--- src/rtl/vec_intc.sv ---
module vec_intc #(
  parameter int NSRC = 16,
  parameter int AW   = 5,
  parameter int HOLE = 11
) (
  input  logic            clk,
  input  logic            rst_n,
  input  logic [NSRC-1:0] req_i,
  input  logic            bus_wr,
  input  logic [AW-1:0]   bus_addr,
  input  logic [7:0]      bus_wdata,
  output logic [7:0]      bus_rdata,
  output logic [2:0]      irq_lvl,
  input  logic            iack,
  input  logic [2:0]      iack_lvl,
  output logic [7:0]      vec_o,
  output logic            vec_vld
);
  localparam int CW = $clog2(NSRC);
  localparam logic [AW-1:0] A_GEN  = AW'(NSRC);
  localparam logic [AW-1:0] A_BASE = AW'(NSRC + 1);
  localparam logic [AW-1:0] A_MASK = AW'(NSRC + 2);

  logic [7:0] gen_q, base_q, mask_q;
  logic [NSRC-1:0] act;
  logic [7:0] rd_a [NSRC];
  logic [2:0] lvl_a [NSRC];

  always_ff @(posedge clk or negedge rst_n)
    if (!rst_n) begin
      gen_q <= 8'h00; base_q <= 8'h00; mask_q <= 8'hFE;
    end else if (bus_wr) begin
      if (bus_addr == A_GEN)  gen_q  <= bus_wdata;
      if (bus_addr == A_BASE) base_q <= bus_wdata;
      if (bus_addr == A_MASK) mask_q <= bus_wdata & 8'hFE;
    end

  for (genvar i = 0; i < NSRC; i++) begin : g_src
    if (i == HOLE) begin : g_hole
      assign rd_a[i]  = 8'h00;
      assign lvl_a[i] = 3'd0;
      assign act[i]   = 1'b0;
    end else begin : g_live
      logic [7:0] ctrl;
      logic prev, latch, cur, pend, hit, clr;
      assign hit = bus_wr && (bus_addr == AW'(i));
      assign clr = hit && bus_wdata[3] && bus_wdata[6];
      assign cur = req_i[i] ^ ctrl[7];

      always_ff @(posedge clk or negedge rst_n)
        if (!rst_n) begin
          ctrl <= 8'h00; prev <= 1'b0; latch <= 1'b0;
        end else begin
          if (hit) ctrl <= bus_wdata & 8'hD7;
          prev <= cur;
          if (!ctrl[6])          latch <= 1'b0;
          else if (cur && !prev) latch <= 1'b1;
          else if (clr)          latch <= 1'b0;
        end

      assign pend     = ctrl[6] ? latch : cur;
      assign lvl_a[i] = ctrl[2:0];
      assign act[i]   = pend && ctrl[4] && (ctrl[2:0] != 3'd0) &&
                        mask_q[ctrl[2:0]] && gen_q[1];
      assign rd_a[i]  = {ctrl[7:6], pend, ctrl[4], 1'b0, ctrl[2:0]};


      latch_hold_chk: assert property (@(posedge clk) disable iff (!rst_n)
        (ctrl[6] && latch && !clr) |=> latch);
    end
  end

  always_comb begin
    irq_lvl = 3'd0;
    for (int i = 0; i < NSRC; i++)
      if (act[i] && lvl_a[i] > irq_lvl) irq_lvl = lvl_a[i];
  end

  logic          win;
  logic [CW-1:0] win_code;
  always_comb begin
    win = 1'b0;
    win_code = '0;
    for (int i = 0; i < NSRC; i++)
      if (act[i] && lvl_a[i] == iack_lvl) begin
        win = 1'b1;
        win_code = CW'(i);
      end
  end

  always_ff @(posedge clk or negedge rst_n)
    if (!rst_n) begin
      vec_o <= 8'h00; vec_vld <= 1'b0;
    end else begin
      vec_vld <= iack && win;
      if (iack && win) vec_o <= base_q + 8'(win_code);
    end

  always_comb begin
    bus_rdata = 8'h00;
    if (bus_addr < AW'(NSRC)) bus_rdata = rd_a[bus_addr[CW-1:0]];
    else if (bus_addr == A_GEN)  bus_rdata = gen_q;
    else if (bus_addr == A_BASE) bus_rdata = base_q;
    else if (bus_addr == A_MASK) bus_rdata = mask_q;
  end


  mien_gate_chk: assert property (@(posedge clk) disable iff (!rst_n)
    (irq_lvl != 3'd0) |-> gen_q[1]);

  level_mask_chk: assert property (@(posedge clk) disable iff (!rst_n)
    (irq_lvl != 3'd0) |-> mask_q[irq_lvl]);

  vec_after_ack_chk: assert property (@(posedge clk) disable iff (!rst_n)
    vec_vld |-> $past(iack));

  no_hole_vec_chk: assert property (@(posedge clk) disable iff (!rst_n)
    vec_vld |-> ((vec_o - $past(base_q)) != 8'(HOLE)));
endmodule

--- config.mk ---
export PLATFORM = sky130hd
export DESIGN_NAME = vec_intc
export DESIGN_NICKNAME = d
export VERILOG_FILES = /design/src/rtl/vec_intc.sv
export SDC_FILE = /design/constraint.sdc
export NUM_CORES = 1
export LEC_CHECK = 0
export CAP_MARGIN = 20
export CORE_MARGIN = 3
export CORE_UTILIZATION = 55
export DETAILED_ROUTE_END_ITERATION = 10
export PLACE_DENSITY = 0.85
export REMOVE_ABC_BUFFERS = 1
export SKIP_CTS_REPAIR_TIMING = 1
export SYNTH_ARGS = -nofsm -noshare
export SYNTH_HDL_FRONTEND = slang
export SYNTH_SLANG_ARGS = --single-unit
--- constraint.sdc ---
create_clock -name clk -period 65.6 [get_ports clk]
set_input_delay 9.84 -clock clk [delete_from_list [all_inputs] [get_ports clk]]
set_output_delay 9.84 -clock clk [all_outputs]
set_load 0.01 [all_outputs]
# Yosys cells after proc, flatten, opt, wreduce, memory -nomap -nowiden
# Cells that the tools add are included.
[op_classes] n_eq_ne=47 bitwise_logic=16 n_reduce_logical=185 n_mux=141 n_lt_le_gt_ge=32 addsub=1
[op_table] cell="$logic_and A1 B1 Y1" count=151
[op_table] cell="$mux W1" count=91
[op_table] cell="$lt A3 B4 Y1 const B" count=15
[op_table] cell="$mux W4" count=13
[op_table] cell="$mux W8" count=6
[op_table] cell="$bmux W1 S3" count=15
[op_table] cell="$eq A3 B3 Y1" count=15
[op_table] cell="$mux W3" count=15
[op_table] cell="$ne A3 B1 Y1 const B" count=15
[op_table] cell="$reduce_bool A3 Y1" count=15
[op_table] cell="$gt A3 B3 Y1" count=14
[op_table] cell="$eq A5 B4 Y1 const B" count=7
[op_table] cell="$bmux W8 S4" count=1
[op_table] cell="$eq A5 B3 Y1 const B" count=4
[op_table] cell="$eq A5 B5 Y1 const B" count=3
[op_table] cell="$logic_not A1 Y1" count=15
[op_table] cell="$xor A1 B1 Y1" count=15
[op_table] cell="$eq A5 B2 Y1 const B" count=2
[op_table] cell="$add A8 B4 Y8" count=1
[op_table] cell="$reduce_and A2 Y1" count=3
[op_table] cell="$eq A5 B1 Y1 const B" count=1
[op_table] cell="$ge A5 B5 Y1 const B" count=1
[op_table] cell="$logic_not A5 Y1" count=1
[op_table] cell="$lt A5 B5 Y1 const B" count=1
[op_table] cell="other kinds (2)" count=2
[totals] inputBits=36 word_cells=472 out_inout_bits=20 register_bits=152

# Longest topological paths before layout
# Gate-level depths: netlist (run 1).
[depth] ltp_word=50 mapped_depth=100 mapped_depth_nobuf=99

# Worst setup path after synthesis (run 1)
# No wires, ideal clock.
[synth_path] path_type="input to output" from="input port req_i[0]" to="output port irq_lvl[0]" t_arrival_ps=26069 required_ps=55760 stages=93 n_path_buf=0 slack_ps=29691 cell_sequence="xor2_1 -> o2111ai_1 -> nor4_2 -> and2_1 -> ha_1 -> and3_1 -> a21oi_1 -> and2_1 -> nand2_1 -> o21ai_0 -> ha_1 -> nor2_1 -> o211ai_1 -> a21oi_1 -> mux2_2 -> ha_1 -> nor2_1 -> or2_2 -> [57 not listed] -> o211ai_2 -> nand2_1 -> ha_1 -> inv_1 -> a21o_1 -> a21oi_1 -> a31oi_1 -> nand2_1 -> mux2_2 -> ha_1 -> a21o_1 -> a21oi_1 -> a31oi_1 -> nand2_1 -> inv_1 -> a211oi_1 -> o211ai_1 -> nand3_1"
[synth_via] elab_chain_cells=50
[synth_lines] element="start, declared" line="8" source="input logic [NSRC-1:0] req_i,"
[synth_lines] element="$xor A1 B1 Y1 *" line="48" source="assign cur = req_i[i] ^ ctrl[7];"
[synth_lines] element="$mux W1 *" line="61" source="assign pend = ctrl[6] ? latch : cur;"
[synth_lines] element="$logic_and A1 B1 Y1 * (3 in a row)" line="63" source="assign act[i] = pend && ctrl[4] && (ctrl[2:0] != 3'd0) &&"
[synth_lines] element="$logic_and A1 B1 Y1 *" line="64" source="mask_q[ctrl[2:0]] && gen_q[1];"
[synth_lines] element="$logic_and A1 B1 Y1 *" line="76" source="if (act[i] && lvl_a[i] > irq_lvl) irq_lvl = lvl_a[i];"
[synth_lines] element="$mux W3 *" line="76"
[synth_lines] element="$gt A3 B3 Y1" line="76"
[synth_lines] element="$logic_and A1 B1 Y1" line="76"
[synth_lines] element="[32 not listed]"
[synth_lines] element="$logic_and A1 B1 Y1" line="76"
[synth_lines] element="$mux W3 *" line="76"
[synth_lines] element="$gt A3 B3 Y1" line="76"
[synth_lines] element="$logic_and A1 B1 Y1" line="76"
[synth_lines] element="$mux W3 *" line="76"
[synth_lines] element="$gt A3 B3 Y1" line="76"
[synth_lines] element="$logic_and A1 B1 Y1" line="76"
[synth_lines] element="$mux W3 *" line="76"
[synth_lines] element="end, declared" line="13" source="output logic [2:0] irq_lvl,"
# Mark *: on every way between the ends. The rest lies on a longest branch, timed or not.

# Worst setup path after layout (run 1)
[layout_path] from="input port req_i[0]" to="output port irq_lvl[0]"
[layout_via] elab_chain_cells=50
[layout_lines] element="$xor A1 B1 Y1 *" line="48"
[layout_lines] element="via g_src[0].g_live.cur" line="45" source="logic prev, latch, cur, pend, hit, clr;"
[layout_lines] element="$mux W1 *" line="61"
[layout_lines] element="$logic_and A1 B1 Y1 * (3 in a row)" line="63"
[layout_lines] element="$logic_and A1 B1 Y1 *" line="64"
[layout_lines] element="$logic_and A1 B1 Y1 *" line="76"
[layout_lines] element="$mux W3 *" line="76"
[layout_lines] element="$gt A3 B3 Y1" line="76"
[layout_lines] element="[33 not listed]"
[layout_lines] element="$logic_and A1 B1 Y1" line="76"
[layout_lines] element="$mux W3 *" line="76"
[layout_lines] element="$gt A3 B3 Y1" line="76"
[layout_lines] element="$logic_and A1 B1 Y1" line="76"
[layout_lines] element="$mux W3 *" line="76"
[layout_lines] element="$gt A3 B3 Y1" line="76"
[layout_lines] element="$logic_and A1 B1 Y1" line="76"
[layout_lines] element="$mux W3 *" line="76"
# Mark *: on every way through the listed nets, which the timed path passes. The rest lies on a longest branch.

==> out/results.txt, run 1 <==
Status = completed
Met2 Usage GRT = 45.2%
Synth unique cells = 91
WL per Instance = 21.6 um
Detailed Route Iter0 Violations = 949
Hpwl dp = 20200 um
DIE HEIGHT = 148 um
GRT Total Usage = 27.2%
# DRC = 0
Final hold viol count = 0
Area growth, synth to finish = 10.3%
Clk_skew = 15.3 ps
WP data arrival = 29000 ps
CP max FO = 8
Synth Instances = 1093
Worst Max-Slew Pin Slew = 928 ps
Synth cell count leaders = dfrtp_1 (145), mux2_2 (113), nand2_1 (90)
Max-slew headroom = 37.9%
Initial antenna violation count = 0
R2R Setup Slk = 61230 ps
TritonRoute pass-1 iters = 5
Synthesis-stage register bit count = 152
Die area = 21900 um^2
Final Power = 0.000341 W
Slowest stage delay, CP = 540 ps
Crit path time final = 38840 ps
Post-synth ARST share = 100%
CTS Buf Count = 17
Pwr/cell area = 27.9 nW/um^2
Clock latency on the worst-skew pair = 430 ps
Final WL = 29500 um
Critical path's most frequent cell = nor2_1
Sequential element share of the synthesized area = 34.4%
Die Wd = 148 um
Setup repair after global routing missed its margin = false
Syn_area_per_cell = 10.1 um^2
Initial core utilization = 56.3%
Post-route setup TNS = 0 ps
CP max stage cell = clkdlybuf4s50_1
Grt peak-use layer = met2
# diodes = 0
Nets = 1149
Max Fclk = 25.7 MHz
EDFF count, synth = 0
Max Cap Viol = 0
Routed vias = 9075
Crit. End Element = primary output
Hold Path Class = flop to flop
Worst Path Required = 55760 ps
Grt met3 use = 5.27%
# rows = 51
Fillers = 1516
Setup Viol. Count Final = 0
RePlAce Congestion = 0.912
Startpoint Class = primary input
CTS clk-pin slew, worst paths = 70 ps
Ranking of synthesized cells by area = dfrtp_1 (33%), mux2_2 (11%), mux4_2 (8.5%)
Slew Viols, Final = 0
Most common cell in the netlist = dfrtp_1
Vias in the first global route = 8927
Core Region = 19700 um^2
Top-area cell type share of the netlist area = 32.8%
Total gr overflow = 0
Post-Syn Area = 11100 um^2
CTS tree = yes
VDD IR max = 0.0000219 V
Port-buffer cells = 54
First-pass GRT wire length = 47700 um
Top_reg_cell synth = dfrtp_1
Ys Warns = 0
CTS Sinks = 152
I/O pins = 56
H-tree Lvls = 4
Met1 GRT Util = 35.6%
Root Driver = clkbuf_16
LEAKAGE = 5.07 nW
Area leader, netlist = dfrtp_1
Largest net degree at the start of global routing = 86
Layout cell share with drive strength beyond 1 = 22.3%
Final ANT Viol Nets = 0
Critical path type = primary input to primary output
Vias per inst = 6.64
Clock buffer depth = 2
Period utilisation layout = 59.2%
registers in the layout, summed over array words and instances (netlist names):
signal and cells:
g_src.g_live.ctrl 90, g_src.g_live.latch 15, g_src.g_live.prev 15, base_q 8
gen_q 8, vec_o 8, mask_q 7, vec_vld 1
cell families (layout without fill, tap and decap cells):
| logic type | count (synthesis) | in the layout | share of synthesized area, % |
|---|---|---|---|
| AO/OA/AOI/OAI | 226 | 226 | 14.8 |
| XOR/XNOR | 66 | 66 | 5.22 |
| adder cells (fa/ha/maj) | 28 | 28 | 3.20 |
| buffers and inverters | 127 | 135 | 4.71 |
| flip-flops | 152 | 152 | 34.4 |
| multiplexers | 192 | 192 | 23.4 |
| AND/OR/NAND/NOR | 302 | 302 | 14.2 |
critical path, delay by kind of cell:
kind	cells	cell delay (ps)
buffers and inverters	5	1290
xor gates and xnor gates	1	300
adders and majority gates	17	4620
AOI/OAI and AO/OA	37	6470
muxes	4	1490
and+or+nand+nor	33	4960
cells in the final DEF, fill, tap and decap left out, types with 5 or more instances in the layout:
master and n:
and4_1 8, nand4_1 10, a21o_1 6, xnor2_1 36
inv_1 37, inv_6 7, nand3_1 25, o21a_1 8
o21ai_0 54, a22oi_1 5, o211ai_1 13, nand2b_1 14
a31oi_1 8, mux4_2 42, buf_4 11, a211oi_1 10
a21boi_0 11, mux2i_1 36, and3_1 14, xor2_1 30
mux2_2 113, a21oi_1 44, nor2_1 51, nand2_1 90
clkbuf_16 17, clkdlybuf4s50_1 51, and2_1 20, ha_1 24
dfrtp_1 145, nor2b_1 22, nor3_1 22, dfstp_2 7
metrics by stage:
step / worst slack (ps) / area [um^2] / cells / hold WS, ps / util [%]
5_1_grt: 25190 / 12200 / 1366 / 498 / 62.2
2_1_floorplan: 29690 / 10700 / 1003 / 475 / -
6_report: 26760 / 12200 / 1366 / 477 / 62.2
4_1_cts: 26860 / 12200 / 1365 / 481 / 62.2
3_3_place_gp: 27390 / 11600 / 1333 / 463 / 59.2
3_5_place_dp: 26880 / 11600 / 1333 / 463 / 59.2
routing by layer:
layer  share of wire (%)  wire (um)
met3                 9.3       2750
met2                  48      14200
met1                  39      11500
met5                   0          0
met4                 3.8       1120
path summary, 6_finish.rpt:
check	from	to	cells past startpoint
max	req_i[0]	irq_lvl[0]	97
min	vec_o[1]	vec_o[1]	2
max reg2reg	mask_q[3]	vec_o[7]	17
min reg2reg	vec_o[1]	vec_o[1]	2
min in group asynchronous	rst_n	g_src[14].g_live.ctrl[1]	1
max in group asynchronous	rst_n	g_src[10].g_live.ctrl[0]	2
area by class of cell:
cell class,count,area (um^2),area share [%]
clock inverter,15,154,1.26
inverter,37,139,1.14
tap,265,332,2.71
clock buffer,17,425,3.48
timing repair buffer,66,618,5.06
multi-input combinational,814,6740,55.2
sequential,152,3810,31.2
power by group:
part            total, W  switching (W)  internal [W]
logic          0.0000989      0.0000458     0.0000530
clock network  0.0000974      0.0000437     0.0000537
registers       0.000145      0.0000322      0.000112
Note: power is estimated with default switching activity, not from simulation.
==> run 2: changes to the inputs <==
- clock period: 65.6 -> 40.1 ns (I/O delays scaled with it)
==> run 2 against run 1 <==
Against the previous run:
- via count is 1.6% higher
- critical path type unchanged
- design area is 0.38% higher
- largest cell class unchanged
- utilization is 0.24 points higher
- register-to-register slack worse by 26000 ps
- largest power group unchanged
==> out/results.txt, run 2 (same netlist as run 1, synthesis figures left out) <==
Status = completed
Max Fclk = 31.9 MHz
Largest register FFs = 90
DIE HEIGHT = 148 um
Worst Path Required = 34080 ps
Core Region = 19700 um^2
Area growth, synth to finish = 10.8%
Largest net degree at the start of global routing = 82
Post-route setup TNS = 0 ps
Commonest cells after routing, fill and taps aside = dfrtp_1 (145), mux2_2 (113), nand2_1 (90)
Setup repair after global routing missed its margin = false
RePlAce Congestion = 0.926
Slowest stage delay, CP = 540 ps
CTS Sinks = 152
Largest registers = g_src.g_live.ctrl: 90 flops, g_src.g_live.latch: 15 flops, g_src.g_live.prev: 15 flops
Worst Path Buf+Inv = 5
CTS tree = yes
H-tree Lvls = 4
Critical path's most frequent cell = nor2_1
Hold WS = 485 ps
Commonest non-fill, non-tap cell in the layout = dfrtp_1
Total gr overflow = 0
First-pass GRT wire length = 49700 um
Final WL = 30700 um
Setup Viol. Count Final = 0
Crit path time final = 31340 ps
Critical path type = primary input to primary output
LEAKAGE = 5.11 nW
Detailed Route Iter0 Violations = 1062
Routed vias = 9220
Vias per inst = 6.74
Clk_skew = 5.70 ps
# diodes = 0
Clock buffer depth = 2
Nets = 1150
Die area = 21900 um^2
Vias in the first global route = 9231
Final ANT Viol Nets = 0
# rows = 51
Clock latency on the worst-skew pair = 440 ps
Startpoint Class = primary input
Port-buffer cells = 54
Hpwl dp = 20500 um
Initial antenna violation count = 0
TritonRoute pass-1 iters = 6
Slew Viols, Final = 0
CTS Buf Count = 17
Worst Max-Slew Pin Slew = 977 ps
Final hold viol count = 0
Period utilisation layout = 78.1%
Fillers = 1550
Initial core utilization = 56.3%
# DRC = 0
Max-slew headroom = 34.7%
WP data arrival = 25320 ps
WL per Instance = 22.5 um
GRT Total Usage = 28.4%
Crit. End Element = primary output
DP Worst Slack = 8870 ps
CP max FO = 8
CTS clk-pin slew, worst paths = 60 ps
VDD IR max = 0.0000329 V
Pwr/cell area = 46.0 nW/um^2
CP delay by family, top = compound AO/OA/AOI/OAI gates
Final WS setup = 8760 ps
Hold Path Class = flop to flop
CP max stage cell = clkdlybuf4s50_1
Root Driver = clkbuf_16
Most flops, register = g_src.g_live.ctrl
Layout cell share with drive strength beyond 1 = 22.3%
I/O pins = 56
Max Cap Viol = 0
Final Power = 0.000564 W
Die Wd = 148 um
-- run 2: cell types whose count changed in the layout (fill, tap and decap cells not counted), sizes merged --
cell / change
inv: -6
clkbuf: +1
clkinv: +4
bufinv: +1
buf: +1
clkinvlp: -1
dlymetal6s2s: +1
-- run 2: routing by layer --
metal | global-route usage [%] | vias to the layer above | wire length, um
met5 | 0 | - | 0
met4 | 12.1 | 0 | 1390
met3 | 5.89 | 142 | 2940
met2 | 46.3 | 585 | 14600
met1 | 37.3 | 4493 | 11800
li1 | - | 4000 | -
-- run 2: path summary, 6_finish.rpt --
path	start	to	slack, ps	cells past startpoint
min	vec_o[3]	vec_o[3]	490	2
max reg2reg	mask_q[6]	vec_o[6]	35530	18
max	req_i[0]	irq_lvl[0]	8760	96
min in group asynchronous	rst_n	g_src[14].g_live.ctrl[1]	5600	1
min reg2reg	vec_o[3]	vec_o[3]	490	2
max in group asynchronous	rst_n	g_src[4].g_live.ctrl[1]	33430	3
-- run 2: cell type report --
class	count	area (um^2)	share of cell area [%]
multi-input combinational	814	6740	54.9
sequential	152	3810	31.1
timing repair buffer	67	654	5.33
clock buffer	19	443	3.61
tap	265	332	2.70
clock inverter	13	146	1.19
inverter	37	139	1.13
-- run 2: worst reg2reg max path, cell delays in order, from the launching register on --
cell and delay, ps:
dfstp_2 810, mux4_2 330, and2_4 170, o21ai_0 130
nor4_1 410, a21oi_1 90, a41o_1 220, a21oi_1 170
o21ai_0 120, and3_1 210, a21oi_1 140, o21bai_1 110
ha_1 220, fa_1 410, a21o_1 180, a21oi_1 240
nor2_1 110, xnor2_1 130, o21ai_0 250
-- run 2: report_power, final --
part	total (W)	internal, W	switching (W)
clock	0.000162	0.0000939	0.0000683
sequential	0.000238	0.000184	0.0000536
combinational	0.000164	0.0000871	0.0000771
total	0.000564	0.000365	0.000199
-- run 2: metrics by stage --
step	area [um^2]	cells	utilization, %
after floorplan	10700	1003	-
after global routing	12300	1367	62.4
after detailed placement	11600	1333	59.2
after CTS	12200	1365	62.2
after global placement	11600	1333	59.2
final	12300	1367	62.4
